[config.mk]
export PLATFORM = sky130hd
export DESIGN_NAME = tap_window_tuner
export DESIGN_NICKNAME = d
export VERILOG_FILES = /design/src/rtl/tap_tune_pkg.sv /design/src/rtl/tap_apply.sv /design/src/rtl/streak_track.sv /design/src/rtl/tap_window_tuner.sv
export SDC_FILE = /design/constraint.sdc
export NUM_CORES = 1
export LEC_CHECK = 0
export BUFFER_PORTS_ARGS = -buffer_cell sky130_fd_sc_hd__buf_2
export CAP_MARGIN = 25
export CORE_ASPECT_RATIO = 0.8
export CORE_MARGIN = 5
export CORE_UTILIZATION = 50
export CTS_BUF_LIST = sky130_fd_sc_hd__clkbuf_4 sky130_fd_sc_hd__clkbuf_8 sky130_fd_sc_hd__clkbuf_16
export DETAILED_ROUTE_END_ITERATION = 8
export GPL_TIMING_DRIVEN = 1
export PLACE_DENSITY = 0.68
export SLEW_MARGIN = 40
export SYNTH_ARGS = -nofsm -noshare
export SYNTH_HDL_FRONTEND = slang
export SYNTH_SLANG_ARGS = --single-unit
[constraint.sdc]
create_clock -name clk -period 4.1 [get_ports clk]
set_input_delay 0.41 -clock clk [delete_from_list [all_inputs] [get_ports clk]]
set_output_delay 0.41 -clock clk [all_outputs]
set_load 0.02 [all_outputs]
[src/rtl/tap_tune_pkg.sv]
package tap_tune_pkg;
  typedef enum logic [2:0] {
    S_IDLE, S_ISSUE, S_WAIT_UPD, S_REQ, S_RES, S_DECIDE, S_FIN_ISSUE, S_FIN_WAIT
  } seq_state_e;
  localparam logic [2:0] MODE_TUNABLE = 3'd4;
endpackage

[src/rtl/tap_apply.sv]
module tap_apply #(
  parameter int TAP_W       = 6,
  parameter int UPD_TIMEOUT = 16
) (
  input  logic             clk,
  input  logic             rst_n,
  input  logic             go,
  input  logic [TAP_W:0]   val,
  input  logic             hw_clear,
  output logic             flag,
  output logic [TAP_W-1:0] field,
  output logic             fin,
  output logic             ok
);
  localparam int TMO_W = $clog2(UPD_TIMEOUT + 1);
  logic [TMO_W-1:0] cnt;

  always_ff @(posedge clk or negedge rst_n) begin
    if (!rst_n) begin
      flag  <= 1'b0;
      field <= '0;
      fin   <= 1'b0;
      ok    <= 1'b0;
      cnt   <= '0;
    end else begin
      fin <= 1'b0;
      if (go) begin
        if (val[TAP_W]) begin
          fin <= 1'b1;
          ok  <= 1'b0;
        end else begin
          field <= val[TAP_W-1:0];
          flag  <= 1'b1;
          cnt   <= '0;
        end
      end else if (flag) begin
        if (hw_clear) begin
          flag <= 1'b0;
          fin  <= 1'b1;
          ok   <= 1'b1;
        end else if (cnt == TMO_W'(UPD_TIMEOUT - 1)) begin
          flag <= 1'b0;
          fin  <= 1'b1;
          ok   <= 1'b0;
        end else begin
          cnt <= cnt + 1'b1;
        end
      end
    end
  end
endmodule

[src/rtl/streak_track.sv]
module streak_track #(
  parameter int IDX_W = 6
) (
  input  logic             clk,
  input  logic             rst_n,
  input  logic             clr,
  input  logic             rec,
  input  logic             pass,
  input  logic [IDX_W-1:0] idx,
  output logic [IDX_W-1:0] pick,
  output logic             any
);
  localparam int LEN_W = IDX_W + 1;
  logic [LEN_W-1:0] cur, best, cur_inc;
  logic [IDX_W-1:0] best_end;

  assign cur_inc = cur + 1'b1;
  assign pick    = best_end - IDX_W'(best >> 1);
  assign any     = (best != '0);

  always_ff @(posedge clk or negedge rst_n) begin
    if (!rst_n) begin
      cur      <= '0;
      best     <= '0;
      best_end <= '0;
    end else if (clr) begin
      cur      <= '0;
      best     <= '0;
      best_end <= '0;
    end else if (rec) begin
      if (pass) begin
        cur <= cur_inc;
        if (cur_inc > best) begin
          best     <= cur_inc;
          best_end <= idx;
        end
      end else begin
        cur <= '0;
      end
    end
  end
endmodule

[src/rtl/tap_window_tuner.sv]
module tap_window_tuner
  import tap_tune_pkg::*;
#(
  parameter int TAP_W       = 6,
  parameter int TAP_COUNT   = 40,
  parameter int UPD_TIMEOUT = 16
) (
  input  logic             clk,
  input  logic             rst_n,
  input  logic             start,
  input  logic [2:0]       mode,
  output logic             done,
  output logic             err,
  output logic             upd_flag,
  output logic [TAP_W-1:0] tap_field,
  input  logic             upd_clear,
  output logic             test_valid,
  input  logic             test_ready,
  input  logic             res_valid,
  input  logic             res_pass,
  output logic             res_ready
);
  localparam int IDX_W = $clog2(TAP_COUNT);

  seq_state_e       state;
  logic [IDX_W-1:0] idx, pick;
  logic             any, apply_go, apply_fin, apply_ok;
  logic             trk_clr, trk_rec, trk_pass, last;
  logic [TAP_W:0]   apply_val;

  assign apply_go   = (state == S_ISSUE) || (state == S_FIN_ISSUE);
  assign apply_val  = (state == S_FIN_ISSUE) ? (TAP_W+1)'(pick) : (TAP_W+1)'(idx);
  assign trk_clr    = (state == S_IDLE) && start;
  assign trk_rec    = ((state == S_WAIT_UPD) && apply_fin && !apply_ok) ||
                      ((state == S_RES) && res_valid);
  assign trk_pass   = (state == S_RES) && res_pass;
  assign last       = (idx == IDX_W'(TAP_COUNT - 1));
  assign test_valid = (state == S_REQ);
  assign res_ready  = (state == S_RES);

  tap_apply #(.TAP_W(TAP_W), .UPD_TIMEOUT(UPD_TIMEOUT)) u_apply (
    .clk(clk), .rst_n(rst_n), .go(apply_go), .val(apply_val),
    .hw_clear(upd_clear), .flag(upd_flag), .field(tap_field),
    .fin(apply_fin), .ok(apply_ok)
  );

  streak_track #(.IDX_W(IDX_W)) u_track (
    .clk(clk), .rst_n(rst_n), .clr(trk_clr), .rec(trk_rec),
    .pass(trk_pass), .idx(idx), .pick(pick), .any(any)
  );

  always_ff @(posedge clk or negedge rst_n) begin
    if (!rst_n) begin
      state <= S_IDLE;
      idx   <= '0;
      done  <= 1'b0;
      err   <= 1'b0;
    end else begin
      done <= 1'b0;
      err  <= 1'b0;
      unique case (state)
        S_IDLE: if (start) begin
          if (mode == MODE_TUNABLE) begin
            idx   <= '0;
            state <= S_ISSUE;
          end else begin
            err <= 1'b1;
          end
        end
        S_ISSUE: state <= S_WAIT_UPD;
        S_WAIT_UPD: if (apply_fin) begin
          if (apply_ok)  state <= S_REQ;
          else if (last) state <= S_DECIDE;
          else begin
            idx   <= idx + 1'b1;
            state <= S_ISSUE;
          end
        end
        S_REQ: if (test_ready) state <= S_RES;
        S_RES: if (res_valid) begin
          if (last) state <= S_DECIDE;
          else begin
            idx   <= idx + 1'b1;
            state <= S_ISSUE;
          end
        end
        S_DECIDE: begin
          if (any) state <= S_FIN_ISSUE;
          else begin
            err   <= 1'b1;
            state <= S_IDLE;
          end
        end
        S_FIN_ISSUE: state <= S_FIN_WAIT;
        S_FIN_WAIT: if (apply_fin) begin
          done  <= apply_ok;
          err   <= !apply_ok;
          state <= S_IDLE;
        end
        default: state <= S_IDLE;
      endcase
    end
  end
endmodule

==> impl_metrics.py <==
metrics = {
    "sta": {
        "fin_ws_ns": 1.17,
        "slew_viol_final": 0,
        "finClkSkew_ns": 0.00762,
        "tightest_slew_ns": 0.742,
        "max_slew_margin_pct": 50.5,
        "setup-violations-final": 0,
        "rsz0062_at_grt": "false",
        "max_freq_mhz": 341,
        "min_period_ns": 2.93,
        "period_share_pct": 71.5,
        "tns_ns": 0,
        "hold_viol_final": 0,
    },
    "route": {
        "wl_per_cell_um": 15.2,
        "drtPass1Iterations": 4,
        "drt_iter0_markers": 114,
        "routed_wl_mm": 6.23,
        "vias_per_cell": 5.68,
        "vias": 2327,
        "drc": 0,
        "ant_nets": 0,
    },
    "logic_synthesis": {
        "syn_inst": 316,
        "synth_top_area_share_pct": 39.9,
        "yosysSeqAreaShare_pct": 39.9,
        "ys_seq_elements": 45,
        "synth_top_cell_by_area": "dfrtp_1",
        "synthesis.area_um2": 2820,
        "synth_edf_count": 0,
        "syn_nets": 343,
        "yosys-top-cells-area": "dfrtp_1, ha_1, o21ai_0, nand2_1, nor2_1",
        "yosys_warnings": 0,
        "synth-async-reset-ratio_pct": 100,
        "ys_types": 51,
        "avgSynthCellArea_um2": 8.92,
        "synth_ff_type": "dfrtp_1",
    },
    "global_routing": {
        "gr-usage-all-layers_pct": 18.1,
        "grt_max_degree": 46,
        "grt_overflow": 0,
        "grt_pass1_wl_mm": 10.5,
        "grt_pass1_vias": 2177,
        "antenna_found_initial": 0,
    },
    "layout": {
        "drive_gt1_share_pct": 13.6,
        "antennaDiodeCount": 0,
        "mostFrequentLayoutCells": "nand2_1, dfrtp_1, o21ai_0",
        "nets": 358,
        "fin_util_pct": 55.8,
        "areaGrowthSynthToFinish_pct": 8.21,
        "fill_cells": 518,
    },
    "worst_setup_path": {
        "path_cells": "ha_1 -> and3_1 -> xnor2_1 -> inv_1 -> ha_1 -> and4_4 -> a21boi_0 -> o311a_1 -> buf_4 -> nand2_1 -> o31ai_2",
        "worst-path-buf-inv": 2,
        "r2r-start": "u_track.cur[0]",
        "cp-end-kind": "flip-flop",
        "cpPeakStageDelay_ns": 0.46,
        "crit_path_top_delay_cell": "dfrtp_1",
        "cp_data_required_time_ns": 4.31,
        "reg2reg_setup_slack_ns": 1.17,
        "start_kind": "flip-flop",
        "critical_path.top_delay_family": "compound AO/OA/AOI/OAI gates",
        "cp_max_fo": 16,
        "cp.arrival_ns": 3.14,
        "ff2ff_path_depth": 11,
        "criticalPathCategory": "flip-flop to flip-flop",
        "reg2reg_to": "u_track.best_end[0]",
        "crit_top_cell": "ha_1",
    },
    "die": {
        "num_rows": 24,
        "chipWidth_um": 94.0,
        "die-area_um2": 7250,
        "die_h_um": 77.2,
        "core_area_um2": 5470,
        "ios": 21,
        "initial_core_util_pct": 51.6,
    },
    "pwr": {
        "p_leak_uw": 0.00141,
        "power-per-cell-area_nw_per_um2": 629,
        "peakVddDrop_v": 0.000332,
    },
    "placed_design": {
        "dp_slack_ns": 1.22,
        "numPortBuffers": 20,
        "finalWeightedCongestion": 0.867,
        "dp_hpwl_mm": 4.71,
    },
    "worst_hold_path": {
        "min-delay-path-class": "input pin to async pin",
    },
    "status": {
        "outcome": "completed",
    },
    "clock_network": {
        "numCtsBuffers": 5,
        "cts_tree": "built",
        "cts_resized": 0,
        "clockBufferDepth": 2,
        "post_cts_buffers": 0,
        "ctsRootBufferMaster": "clkbuf_8",
        "clock_latency_ns": 0.30,
        "h-tree-depth": 2,
        "hold_buffers": 0,
        "clkSinkCount": 45,
        "path_clk_slew_ns": 0.09,
    },
    "run": {
        "maxCapViolations": 0,
    },
}
==> how the worst max path moves through the flow <==
| stage | startpoint | to | slack (ns) | depth (start not counted) |
|---|---|---|---|---|
| 2_1_floorplan | u_track.cur[0] | u_track.best_end[1] | 1.55 | 12 |
| 3_3_place_gp | u_track.cur[0] | u_track.best[2] | 1.31 | 11 |
| 3_5_place_dp | u_track.cur[0] | u_track.best_end[1] | 1.22 | 11 |
| 4_1_cts | u_track.cur[0] | u_track.best_end[0] | 1.20 | 11 |
| 5_1_grt | u_track.cur[0] | u_track.best_end[2] | 0.96 | 11 |
| 6_report | u_track.cur[0] | u_track.best_end[0] | 1.17 | 11 |
==> synthesized netlist by cell type (4+ instances only) <==
master / n
nand4_1: 6
o31ai_2: 6
nor3_1: 6
nand3_1: 9
ha_1: 16
xor2_1: 7
o21ai_0: 36
nor2_1: 23
o31ai_1: 4
and2_1: 5
buf_2: 5
dfrtp_1: 45
a22oi_1: 4
a21oi_1: 7
and3_1: 5
nor2b_1: 5
inv_1: 19
nand2_1: 45
nand3b_1: 4
mux2i_1: 5
clkbuf_1: 5
a31oi_1: 5
==> where the power goes <==
group          switching, µW  internal (µW)
Sequential               158            551
Combinational            529            375
Clock                    153            153
==> cell families (layout without fill, tap and decap cells) <==
family          Yosys count  after routing  share of synthesized area [%]
fa+ha+maj                17             17                           7.81
compound gates           86             86                           20.4
mux                       5              5                           1.78
flops                    45             45                           39.9
simple gates            120            120                           21.6
buf+inv                  34             50                           5.68
xor+xnor                  9              9                           2.80
==> registers in the layout (all words and copies together) (netlist names) <==
| register | flops |
|---|---|
| done | 1 |
| err | 1 |
| idx | 6 |
| state | 3 |
| u_apply.cnt | 5 |
| u_apply.field | 6 |
| u_apply.fin | 1 |
| u_apply.flag | 1 |
| u_apply.ok | 1 |
| u_track.best | 7 |
| u_track.best_end | 6 |
| u_track.cur | 7 |
==> routing by layer <==
layer	share of wire, %	GRT usage [%]	vias to the layer above
li1	-	-	1148
met1	50	26.5	1122
met2	43	26.6	50
met3	5.4	3.52	7
met4	1.2	5.92	0
met5	0	0	-
==> final cells by class <==
type                            count  area (µm²)  share of cell area [%]
Multi-Input combinational cell    237        1530                    50.2
Sequential cell                    45        1130                    36.9
Timing Repair Buffer               22         118                    3.86
Tap cell                           78        97.6                    3.20
Clock buffer                        7        96.3                    3.16
Inverter                           20        75.1                    2.46
Clock inverter                      1        5.00                   0.164
==> worst reg2reg max path: stages, from the launching register on <==
cell and delay (ns):
dfrtp_1 0.46, ha_1 0.29, and3_1 0.20, xnor2_1 0.24
inv_1 0.08, ha_1 0.29, and4_4 0.22, a21boi_0 0.18
o311a_1 0.43, buf_4 0.29, nand2_1 0.09, o31ai_2 0.06
==> metrics by stage <==
stage	hold WS, ns	area, µm²	total power (µW)	instances
global route	0.139	3050	2080	410
floorplan	0.114	2820	1400	316
global placement	0.502	2950	1600	402
finish	0.0859	3050	1920	410
detailed placement	0.454	2950	1620	402
CTS	0.120	3050	1930	410
(Power assumes the default switching activity.)
